===== src/rtl/lfrc_cal_pkg.sv =====
package lfrc_cal_pkg;
   localparam int EVT_W        = 5;
   localparam int BIT_HF_START = 0;
   localparam int BIT_LF_START = 1;
   localparam int BIT_CAL_DONE = 3;
   localparam int BIT_TIMEOUT  = 4;
   // bits that carry real flops; bit 2 is reserved
   localparam logic [EVT_W-1:0] EVT_IMPL = 5'b11011;

   typedef struct packed {
      logic stop;
      logic start;
      logic cal;
   } task_vec_t;
endpackage


===== src/rtl/lfrc_task_gate.sv =====
module lfrc_task_gate
   import lfrc_cal_pkg::*;
(
   input  logic      clk,
   input  logic      rst_n,
   input  logic      lf_pulse,
   input  task_vec_t req,
   output task_vec_t grant,
   output logic      err
);
   logic used_q;
   logic err_q;
   logic period_busy;
   logic any_req;
   logic any_grant;
   logic multi_req;

   // a strobe in the same cycle opens a fresh period
   assign period_busy = used_q & ~lf_pulse;
   assign any_req     = |req;
   assign any_grant   = |grant;
   assign multi_req   = (req.stop & req.start) | (req.stop & req.cal) | (req.start & req.cal);

   always_comb begin
      grant = '0;
      if (!period_busy) begin
         if (req.stop)       grant.stop  = 1'b1;
         else if (req.start) grant.start = 1'b1;
         else if (req.cal)   grant.cal   = 1'b1;
      end
   end

   always_ff @(posedge clk) begin
      if (!rst_n) begin
         used_q <= 1'b0;
         err_q  <= 1'b0;
      end else begin
         used_q <= lf_pulse ? any_grant : (used_q | any_grant);
         err_q  <= err_q | (any_req & period_busy) | multi_req;
      end
   end

   assign err = err_q;


   period_once_chk: assert property (@(posedge clk) disable iff (!rst_n)
      any_grant |=> (!any_grant || lf_pulse));

   late_req_err_chk: assert property (@(posedge clk) disable iff (!rst_n)
      (any_req && used_q && !lf_pulse) |=> err_q);

   clash_err_chk: assert property (@(posedge clk) disable iff (!rst_n)
      multi_req |=> err_q);
endmodule


===== src/rtl/lfrc_interval_timer.sv =====
module lfrc_interval_timer #(
   parameter int IV_W      = 7,
   parameter int DIV_RATIO = 8192
) (
   input  logic            clk,
   input  logic            rst_n,
   input  logic            lf_pulse,
   input  logic            iv_wr,
   input  logic [IV_W-1:0] iv_wdata,
   input  logic            go,
   input  logic            halt,
   output logic [IV_W-1:0] iv_q,
   output logic [IV_W-1:0] cnt_q,
   output logic            run_q,
   output logic            tmo_q
);
   localparam int DIV_W = (DIV_RATIO > 1) ? $clog2(DIV_RATIO) : 1;
   localparam logic [DIV_W-1:0] DIV_LAST = DIV_W'(DIV_RATIO - 1);
   localparam logic [IV_W-1:0]  ONE      = IV_W'(1);

   logic [DIV_W-1:0] div_q;
   logic             qtick;

   assign qtick = run_q & lf_pulse & (div_q == DIV_LAST);

   always_ff @(posedge clk) begin
      if (!rst_n) iv_q <= '0;
      else if (iv_wr) iv_q <= iv_wdata;
   end

   always_ff @(posedge clk) begin
      if (!rst_n) begin
         cnt_q <= '0;
         run_q <= 1'b0;
         div_q <= '0;
         tmo_q <= 1'b0;
      end else begin
         tmo_q <= 1'b0;
         if (go) begin
            cnt_q <= iv_q;
            run_q <= 1'b1;
            div_q <= '0;
         end else if (halt) begin
            run_q <= 1'b0;
         end else if (run_q && lf_pulse) begin
            if (qtick) begin
               div_q <= '0;
               if (cnt_q <= ONE) begin
                  cnt_q <= '0;
                  run_q <= 1'b0;
                  tmo_q <= 1'b1;
               end else begin
                  cnt_q <= cnt_q - ONE;
               end
            end else begin
               div_q <= div_q + DIV_W'(1);
            end
         end
      end
   end


   tmo_stops_chk: assert property (@(posedge clk) disable iff (!rst_n)
      tmo_q |-> (!run_q && cnt_q == '0));

   tmo_from_run_chk: assert property (@(posedge clk) disable iff (!rst_n)
      tmo_q |-> $past(run_q));

   idle_hold_chk: assert property (@(posedge clk) disable iff (!rst_n)
      (!run_q && !go) |=> $stable(cnt_q));
endmodule


===== src/rtl/lfrc_cal_window.sv =====
module lfrc_cal_window #(
   parameter int CAL_CYCLES = 64
) (
   input  logic clk,
   input  logic rst_n,
   input  logic open,
   input  logic hfxo_running,
   output logic busy_q,
   output logic done_q,
   output logic ok_q
);
   localparam int CNT_W = (CAL_CYCLES > 1) ? $clog2(CAL_CYCLES) : 1;
   localparam logic [CNT_W-1:0] LAST = CNT_W'(CAL_CYCLES - 1);

   logic [CNT_W-1:0] left_q;
   logic             good_q;

   always_ff @(posedge clk) begin
      if (!rst_n) begin
         busy_q <= 1'b0;
         done_q <= 1'b0;
         ok_q   <= 1'b0;
         left_q <= '0;
         good_q <= 1'b0;
      end else begin
         done_q <= 1'b0;
         if (open && !busy_q) begin
            busy_q <= 1'b1;
            left_q <= LAST;
            good_q <= 1'b1;
         end else if (busy_q) begin
            good_q <= good_q & hfxo_running;
            if (left_q == '0) begin
               busy_q <= 1'b0;
               done_q <= 1'b1;
               ok_q   <= good_q & hfxo_running;
            end else begin
               left_q <= left_q - CNT_W'(1);
            end
         end
      end
   end


   done_after_window_chk: assert property (@(posedge clk) disable iff (!rst_n)
      done_q |-> (!busy_q && $past(busy_q)));

   window_opens_chk: assert property (@(posedge clk) disable iff (!rst_n)
      (open && !busy_q) |=> busy_q);

   ok_needs_xo_chk: assert property (@(posedge clk) disable iff (!rst_n)
      (done_q && ok_q) |-> $past(hfxo_running));
endmodule


===== src/rtl/lfrc_irq_regs.sv =====
module lfrc_irq_regs
   import lfrc_cal_pkg::*;
(
   input  logic             clk,
   input  logic             rst_n,
   input  logic [EVT_W-1:0] ev,
   input  logic             set_wr,
   input  logic             clr_wr,
   input  logic [EVT_W-1:0] en_wdata,
   input  logic             pclr_wr,
   input  logic [EVT_W-1:0] pclr_mask,
   output logic [EVT_W-1:0] en_q,
   output logic [EVT_W-1:0] pend_q,
   output logic             irq
);
   for (genvar i = 0; i < EVT_W; i++) begin : g_bit
      if (EVT_IMPL[i]) begin : g_impl
         always_ff @(posedge clk) begin
            if (!rst_n) begin
               en_q[i]   <= 1'b0;
               pend_q[i] <= 1'b0;
            end else begin
               if (clr_wr && en_wdata[i])      en_q[i] <= 1'b0;
               else if (set_wr && en_wdata[i]) en_q[i] <= 1'b1;
               if (ev[i])                        pend_q[i] <= 1'b1;
               else if (pclr_wr && pclr_mask[i]) pend_q[i] <= 1'b0;
            end
         end

         pend_set_chk: assert property (@(posedge clk) disable iff (!rst_n)
            ev[i] |=> pend_q[i]);

         en_clr_chk: assert property (@(posedge clk) disable iff (!rst_n)
            (clr_wr && en_wdata[i]) |=> !en_q[i]);
      end else begin : g_rsvd
         logic unused_rsvd;
         assign unused_rsvd = ^{ev[i], en_wdata[i], pclr_mask[i]};
         assign en_q[i]   = 1'b0;
         assign pend_q[i] = 1'b0;
      end
   end

   assign irq = |(en_q & pend_q);
endmodule


===== src/rtl/lfrc_cal_sched.sv =====
module lfrc_cal_sched
   import lfrc_cal_pkg::*;
#(
   parameter int IV_W       = 7,
   parameter int DIV_RATIO  = 8192,
   parameter int CAL_CYCLES = 64
) (
   input  logic            clk,
   input  logic            rst_n,
   input  logic            lf_pulse,
   input  logic            hfxo_running,
   input  logic            hf_started_in,
   input  logic            lf_started_in,
   input  logic            task_cal,
   input  logic            task_ct_start,
   input  logic            task_ct_stop,
   input  logic            interval_wr,
   input  logic [IV_W-1:0] interval_wdata,
   input  logic            inten_set_wr,
   input  logic            inten_clr_wr,
   input  logic [4:0]      inten_wdata,
   input  logic            evt_clr_wr,
   input  logic [4:0]      evt_clr_mask,
   output logic [IV_W-1:0] interval_q,
   output logic [IV_W-1:0] ct_count,
   output logic            ct_running,
   output logic            timeout_evt,
   output logic            hf_req,
   output logic            done_evt,
   output logic            cal_ok,
   output logic [4:0]      inten,
   output logic [4:0]      pending,
   output logic            irq,
   output logic            task_err
);
   if (DIV_RATIO < 2) begin : g_bad_div
      $error("DIV_RATIO must be at least 2");
   end
   if (CAL_CYCLES < 1) begin : g_bad_cal
      $error("CAL_CYCLES must be at least 1");
   end
   if (IV_W < 1 || IV_W > 16) begin : g_bad_iv
      $error("IV_W must lie in 1..16");
   end

   task_vec_t        req;
   task_vec_t        grant;
   logic [EVT_W-1:0] ev;

   assign req = '{stop: task_ct_stop, start: task_ct_start, cal: task_cal};

   lfrc_task_gate u_gate (
      .clk      (clk),
      .rst_n    (rst_n),
      .lf_pulse (lf_pulse),
      .req      (req),
      .grant    (grant),
      .err      (task_err)
   );

   lfrc_interval_timer #(
      .IV_W      (IV_W),
      .DIV_RATIO (DIV_RATIO)
   ) u_timer (
      .clk      (clk),
      .rst_n    (rst_n),
      .lf_pulse (lf_pulse),
      .iv_wr    (interval_wr),
      .iv_wdata (interval_wdata),
      .go       (grant.start),
      .halt     (grant.stop),
      .iv_q     (interval_q),
      .cnt_q    (ct_count),
      .run_q    (ct_running),
      .tmo_q    (timeout_evt)
   );

   lfrc_cal_window #(
      .CAL_CYCLES (CAL_CYCLES)
   ) u_cal (
      .clk          (clk),
      .rst_n        (rst_n),
      .open         (grant.cal),
      .hfxo_running (hfxo_running),
      .busy_q       (hf_req),
      .done_q       (done_evt),
      .ok_q         (cal_ok)
   );

   always_comb begin
      ev = '0;
      ev[BIT_HF_START] = hf_started_in;
      ev[BIT_LF_START] = lf_started_in;
      ev[BIT_CAL_DONE] = done_evt;
      ev[BIT_TIMEOUT]  = timeout_evt;
   end

   lfrc_irq_regs u_irq (
      .clk       (clk),
      .rst_n     (rst_n),
      .ev        (ev),
      .set_wr    (inten_set_wr),
      .clr_wr    (inten_clr_wr),
      .en_wdata  (inten_wdata),
      .pclr_wr   (evt_clr_wr),
      .pclr_mask (evt_clr_mask),
      .en_q      (inten),
      .pend_q    (pending),
      .irq       (irq)
   );


   no_cal_while_err_only_chk: assert property (@(posedge clk) disable iff (!rst_n)
      (task_cal && (task_ct_start || task_ct_stop) && !hf_req) |=> !hf_req);
endmodule


===== config.mk =====
export PLATFORM = sky130hd
export DESIGN_NAME = lfrc_cal_sched
export DESIGN_NICKNAME = d
export VERILOG_FILES = /design/src/rtl/lfrc_cal_pkg.sv /design/src/rtl/lfrc_task_gate.sv /design/src/rtl/lfrc_interval_timer.sv /design/src/rtl/lfrc_cal_window.sv /design/src/rtl/lfrc_irq_regs.sv /design/src/rtl/lfrc_cal_sched.sv
export SDC_FILE = /design/constraint.sdc
export NUM_CORES = 1
export LEC_CHECK = 0
export CORE_ASPECT_RATIO = 1.1
export CORE_MARGIN = 2
export CORE_UTILIZATION = 54
export CTS_BUF_LIST = sky130_fd_sc_hd__clkbuf_8
export CTS_CLUSTER_DIAMETER = 30
export DETAILED_ROUTE_END_ITERATION = 8
export HOLD_SLACK_MARGIN = 0.05
export PLACE_DENSITY = 0.87
export SYNTH_ARGS = -nofsm -noshare
export SYNTH_HDL_FRONTEND = slang
export SYNTH_SLANG_ARGS = --single-unit

===== constraint.sdc =====
create_clock -name clk -period 5.5 [get_ports clk]
set_input_delay 1.1 -clock clk [delete_from_list [all_inputs] [get_ports clk]]
set_output_delay 1.1 -clock clk [all_outputs]
set_load 0.01 [all_outputs]

# After elaboration in Yosys (flattened, before gate mapping)
# Cells that the tools add are included.
[totals]
in_bits = 30
elab_cells = 125
out_inout_bits = 31
ff_bits = 49
[classes]
reduce_logical = 41
bitwise_logic = 21
n_eq_ne = 3
mux = 36
magnitude_cmp = 1
addsub = 3
[ops]
columns = ["operator", "count"]
rows = [
  ["two-way mux 7 bit", 5],
  ["two-way mux 1 bit", 25],
  ["two-way mux 6 bit", 3],
  ["logical AND 1 bit", 14],
  ["nonzero test 2 bit", 7],
  ["adder 13 x 1 -> 13 bit (second input constant)", 1],
  ["equality test 13 bit (second input constant)", 1],
  ["two-way mux 13 bit", 1],
  ["OR reduction 2 bit", 5],
  ["OR reduction 5 bit", 2],
  ["AND reduction 3 bit", 3],
  ["nonzero test 3 bit", 3],
  ["OR reduction 3 bit", 3],
  ["bitwise AND 1 bit", 8],
  ["<= comparator 7 x 1 -> 1 bit (second input constant)", 1],
  ["NOT 1 bit", 7],
  ["subtractor 7 x 1 -> 7 bit (second input constant)", 1],
  ["zero test 6 bit", 1],
  ["subtractor 6 x 1 -> 6 bit (second input constant)", 1],
  ["bitwise AND 5 bit", 1],
  ["OR 1 bit", 5],
  ["AND reduction 2 bit", 2],
  ["two-way mux 3 bit", 1],
  ["two-way mux 2 bit", 1],
  ["3 further kinds", 3],
]

# Logic depth before layout (Yosys ltp)
[depth]
depth_word = 7
ltp_mapped = 7
ltp_nobuf = 6

# Cells and area by module
# From an unflattened synthesis, not the netlist that was laid out.
[unflattened]
hier_cells = 265
hier_area_um2 = 2317.2
[modules_own_cells]
columns = ["mod", "seq_area_each_um2", "cells_each", "area_each_um2", "n_inst"]
rows = [
  ["lfrc_interval_timer", 580.6, 166, 1403.8, 1],
  ["lfrc_cal_window", 200.2, 52, 475.5, 1],
  ["lfrc_irq_regs", 160.2, 35, 311.5, 1],
  ["lfrc_task_gate", 40.0, 11, 122.6, 1],
  ["lfrc_cal_sched", 0.0, 1, 3.8, 1],
]

# Worst setup path before layout
# Ideal clock, no wire load.
[synth_timing]
kind = "input-to-reg"
start = "input lf_pulse"
end = "register u_timer.cnt_q[3]"
t_arrival_ps = 2228
path_slack_ps = 3154
required_ps = 5381
setup_ps = 119
path_stages = 5
path_buffers = 1
cell_sequence = "nand3_1 -> or4_1 -> buf_2 -> a221o_1 -> o221a_2"
[synth_via]
elab_chain_len = 5
elab_cells_between_ends = 11
cone_classes = "eq/ne: 1; mux: 2; bitwise: 4; reduce/logical: 4"
[synth_lines]
columns = ["element", "line_no", "text"]
rows = [
  ["start: declaration", "lfrc_cal_sched.sv:10", "input logic lf_pulse,"],
  ["NOT 1 bit", "lfrc_task_gate.sv:19", "assign period_busy = used_q & ~lf_pulse;"],
  ["bitwise AND 1 bit", "lfrc_task_gate.sv:19", ""],
  ["two-way mux 3 bit", "lfrc_task_gate.sv:26", "if (!period_busy) begin"],
  ["!= test 2 bit (no line) or nonzero test 2 bit (tied branches)", "-", ""],
  ["AND reduction 3 bit (no line)", "-", ""],
  ["end signal: assignment", "lfrc_interval_timer.sv:40", "cnt_q <= iv_q;"],
  ["end signal: assignment", "lfrc_interval_timer.sv:53", "cnt_q <= cnt_q - ONE;"],
  ["end: declaration", "lfrc_interval_timer.sv:13", "output logic [IV_W-1:0] cnt_q,"],
]
# Several ways; a longest one is shown, not always the timed one.
# A chain may end at the register's enable or synchronous reset.

==> run_results.csv <==
group,metric,value,unit
status,status,"completed",
layout,syn_to_final_growth,27.4,%
global_routing,grt-ovfl-total,0,
routing,wl_per_cell,13.5,um
logic_synthesis,async_flop_share,0,
clocking,clockBufferDepth,2,
clocking,cts_hold_buf,0,
timing,report.final.slew_viol_count,0,
timing,fin_crit_sh,0.520,
logic_synthesis,avgSynthCellArea,8.89,um2
logic_synthesis,yosysWarningCount,0,
timing,finalWorstSetupSlack,2.64,ns
flow_run,maxCapViolCount,0,
layout,final_cell_mix,"clkdlybuf4s50_1 (56), dfxtp_1 (49), nor2_1 (30)",
global_routing,grt_use_met3,0.0505,
setup_path,reg2regPathDepth,5,
routing,detail_route.vias_per_cell,5.69,
setup_path,r2r_setup_slack,3.23,ns
logic_synthesis,yosysTopAreaCell,"dfxtp_1",
logic_synthesis,netlist.area_leader.share,0.415,
min_path,hold-path-cell-count,2,
global_routing,track_usage,0.212,
global_routing,gr-usage-met1,0.267,
timing,slew_headroom,0.462,
power_and_ir_drop,p_leak,1.11,nW
timing,fin_crit,2.86,ns
power_and_ir_drop,power.density,252,nW/um2
clocking,tritoncts,"yes",
place,dp_hpwl,3720,um
floorplanning,initial_core_util,0.556,
floorplanning,ios,61,
logic_synthesis,netlist_area,2360,um2
routing,drt_pass1_iterations,4,
clocking,htreeDepth,2,
place,post-place-cells,364,
layout,nNetsFinal,352,
clocking,post-cts-setup-buffers,0,
setup_path,startpoint_type,"primary input",
setup_path,cp.arrival,3.09,ns
floorplanning,core_area,4250,um2
place,preCtsSetupSlack,2.29,ns
global_routing,grt_use_met2,0.358,
setup_path,crit_path_end_kind,"flip-flop",
timing,rsz0062_at_grt,"no",
place,gp_congestion,0.798,
floorplanning,fp.dieH,73.4,um
routing,drtIter0Drc,86,
layout,diodes,0,
logic_synthesis,synthCells,266,
logic_synthesis,ys_top_cells_by_area,"dfxtp_1 (41%), mux2i_1 (5.1%), nor2_1 (4.8%)",
setup_path,worstSetupPathType,"primary input to flip-flop",
global_routing,grt_pass1_vias,1855,
timing,fmax,350,MHz
timing,setup_violations,0,
min_path,hp-class,"flip-flop to flip-flop",
timing,setup_tns,0,ns
routing,vias,2116,
setup_path,critPathMaxFanout,27,
floorplanning,num_rows,25,
layout,mostFrequentLayoutCell,"clkdlybuf4s50_1",
global_routing,grt_pass1_wl,8090,um
routing,postRouteAntennaNets,0,
global_routing,antenna_found_initial,0,
logic_synthesis,synth_cell_types,58,
global_routing,grt_max_degree,28,
logic_synthesis,ys_seq_elements,49,
layout,fin_cells,372,
logic_synthesis,yosysSeqAreaShare,0.415,
logic_synthesis,synth_ff_type,"dfxtp_1",
clocking,clk_pin_slew,0.09,ns
clocking,post_cts_resized,0,
routing,route.detailed.drc,0,
clocking,cts_sinks,49,
routing,drt_wl_total,5030,um
power_and_ir_drop,ir_drop,0.178,mV
clocking,cts-root-buf,"clkbuf_8",
floorplanning,dieArea,4930,um2
layout,drive_gt1_frac,0.0535,
timing,hold_viol,0,
setup_path,crit_required,5.73,ns
place,portBuffers,56,
timing,fin_skew,0.0103,ns
clocking,cts_buffers,5,
global_routing,grt.busiest_layer,"met2",
clocking,clk_latency,0.31,ns
logic_synthesis,synth_edf_count,0,
floorplanning,die_w,67.1,um
timing,tightestPinTransition,0.800,ns
sequential cells by signal (all words and copies together) (netlist names):
| name | count |
|---|---|
| u_cal.ok_q | 1 |
| u_gate.used_q | 1 |
| u_timer.cnt_q | 7 |
| u_irq.en_q | 4 |
| u_cal.left_q | 6 |
| u_timer.iv_q | 7 |
| u_timer.run_q | 1 |
| u_cal.busy_q | 1 |
| u_irq.pend_q | 4 |
| u_cal.done_q | 1 |
| u_gate.err | 1 |
| u_timer.tmo_q | 1 |
| u_cal.good_q | 1 |
| u_timer.div_q | 13 |
path summary, 6_finish.rpt:
path,from,endpoint
setup / recovery,rst_n,u_timer.cnt_q[0]$_SDFFE_PN0P_
hold / removal,u_gate.err$_SDFF_PN0_,u_gate.err$_SDFF_PN0_
setup reg to reg,u_timer.div_q[0]$_SDFFE_PP0P_,u_timer.div_q[7]$_SDFFE_PP0P_
hold reg to reg,u_gate.err$_SDFF_PN0_,u_gate.err$_SDFF_PN0_
cells in the mapped netlist (all sizes together), types with 2 or more instances:
cell and number:
nand4 6, o211ai 2, a311oi 3, nor4b 2, nand3 5, mux2i 12
o31a 2, inv 10, ha 5, or4 4, xor2 3, nor4 6
o21a 2, o221a 2, nand2 22, a221o 3, dfxtp 49, nor2 30
nand2b 4, and3 2, o21ai 4, a22oi 2, and4 2, o31ai 2
a21oi 18, buf 8, clkbuf 6, nor2b 2, a211oi 6, nor3b 4
xnor2 10, nor3 9
layout make-up:
| type | instances | area [um2] |
|---|---|---|
| tap | 54 | 67.6 |
| clock buffer | 5 | 68.8 |
| multi-input combinational | 193 | 1260 |
| fill | 346 | 1240 |
| sequential | 49 | 981 |
| timing repair buffer | 57 | 568 |
| clock inverter | 3 | 25.0 |
| inverter | 11 | 41.3 |
metal layers:
layer / vias to the layer above / share of wire
met2: 58 / 0.49
met4: 0 / 0.011
met1: 988 / 0.43
li1: 1064 / -
met3: 6 / 0.062
met5: - / 0
worst max-delay path: stages:
cell and delay (ns):
clkdlybuf4s50_1 0.45, buf_4 0.21, clkinv_1 0.64, a2111o_1 0.55, mux2i_1 0.13
cells by family (layout without fill, tap and decap cells):
logic type / Yosys count / after routing / synth area share
xor+xnor: 13 / 13 / 0.0481
flops: 49 / 49 / 0.415
mux: 13 / 13 / 0.0556
fa+ha+maj: 6 / 6 / 0.0307
simple gates: 105 / 105 / 0.233
other cells: 1 / 2 / 0.00159
buf+inv: 25 / 76 / 0.0534
compound gates: 54 / 54 / 0.162
through the flow:
| step | hold WS, ns | power, mW | util | cell area, um2 |
|---|---|---|---|---|
| 6_report | 0.448 | 0.758 | 0.708 | 3010 |
| 4_1_cts | 0.451 | 0.764 | 0.708 | 3010 |
| 3_5_place_dp | 0.437 | 0.549 | 0.686 | 2920 |
| 3_3_place_gp | 0.434 | 0.546 | 0.686 | 2920 |
| 2_1_floorplan | 0.440 | 0.487 | - | 2370 |
| 5_1_grt | 0.479 | 0.795 | 0.708 | 3010 |
power breakdown:
| group | internal [mW] | switching, mW | total (mW) |
|---|---|---|---|
| combinational | 0.0813 | 0.0706 | 0.152 |
| clock | 0.0919 | 0.125 | 0.217 |
| sequential | 0.372 | 0.0174 | 0.389 |
| total | 0.545 | 0.213 | 0.758 |
No activity file was read; power rests on OpenSTA's default activity.
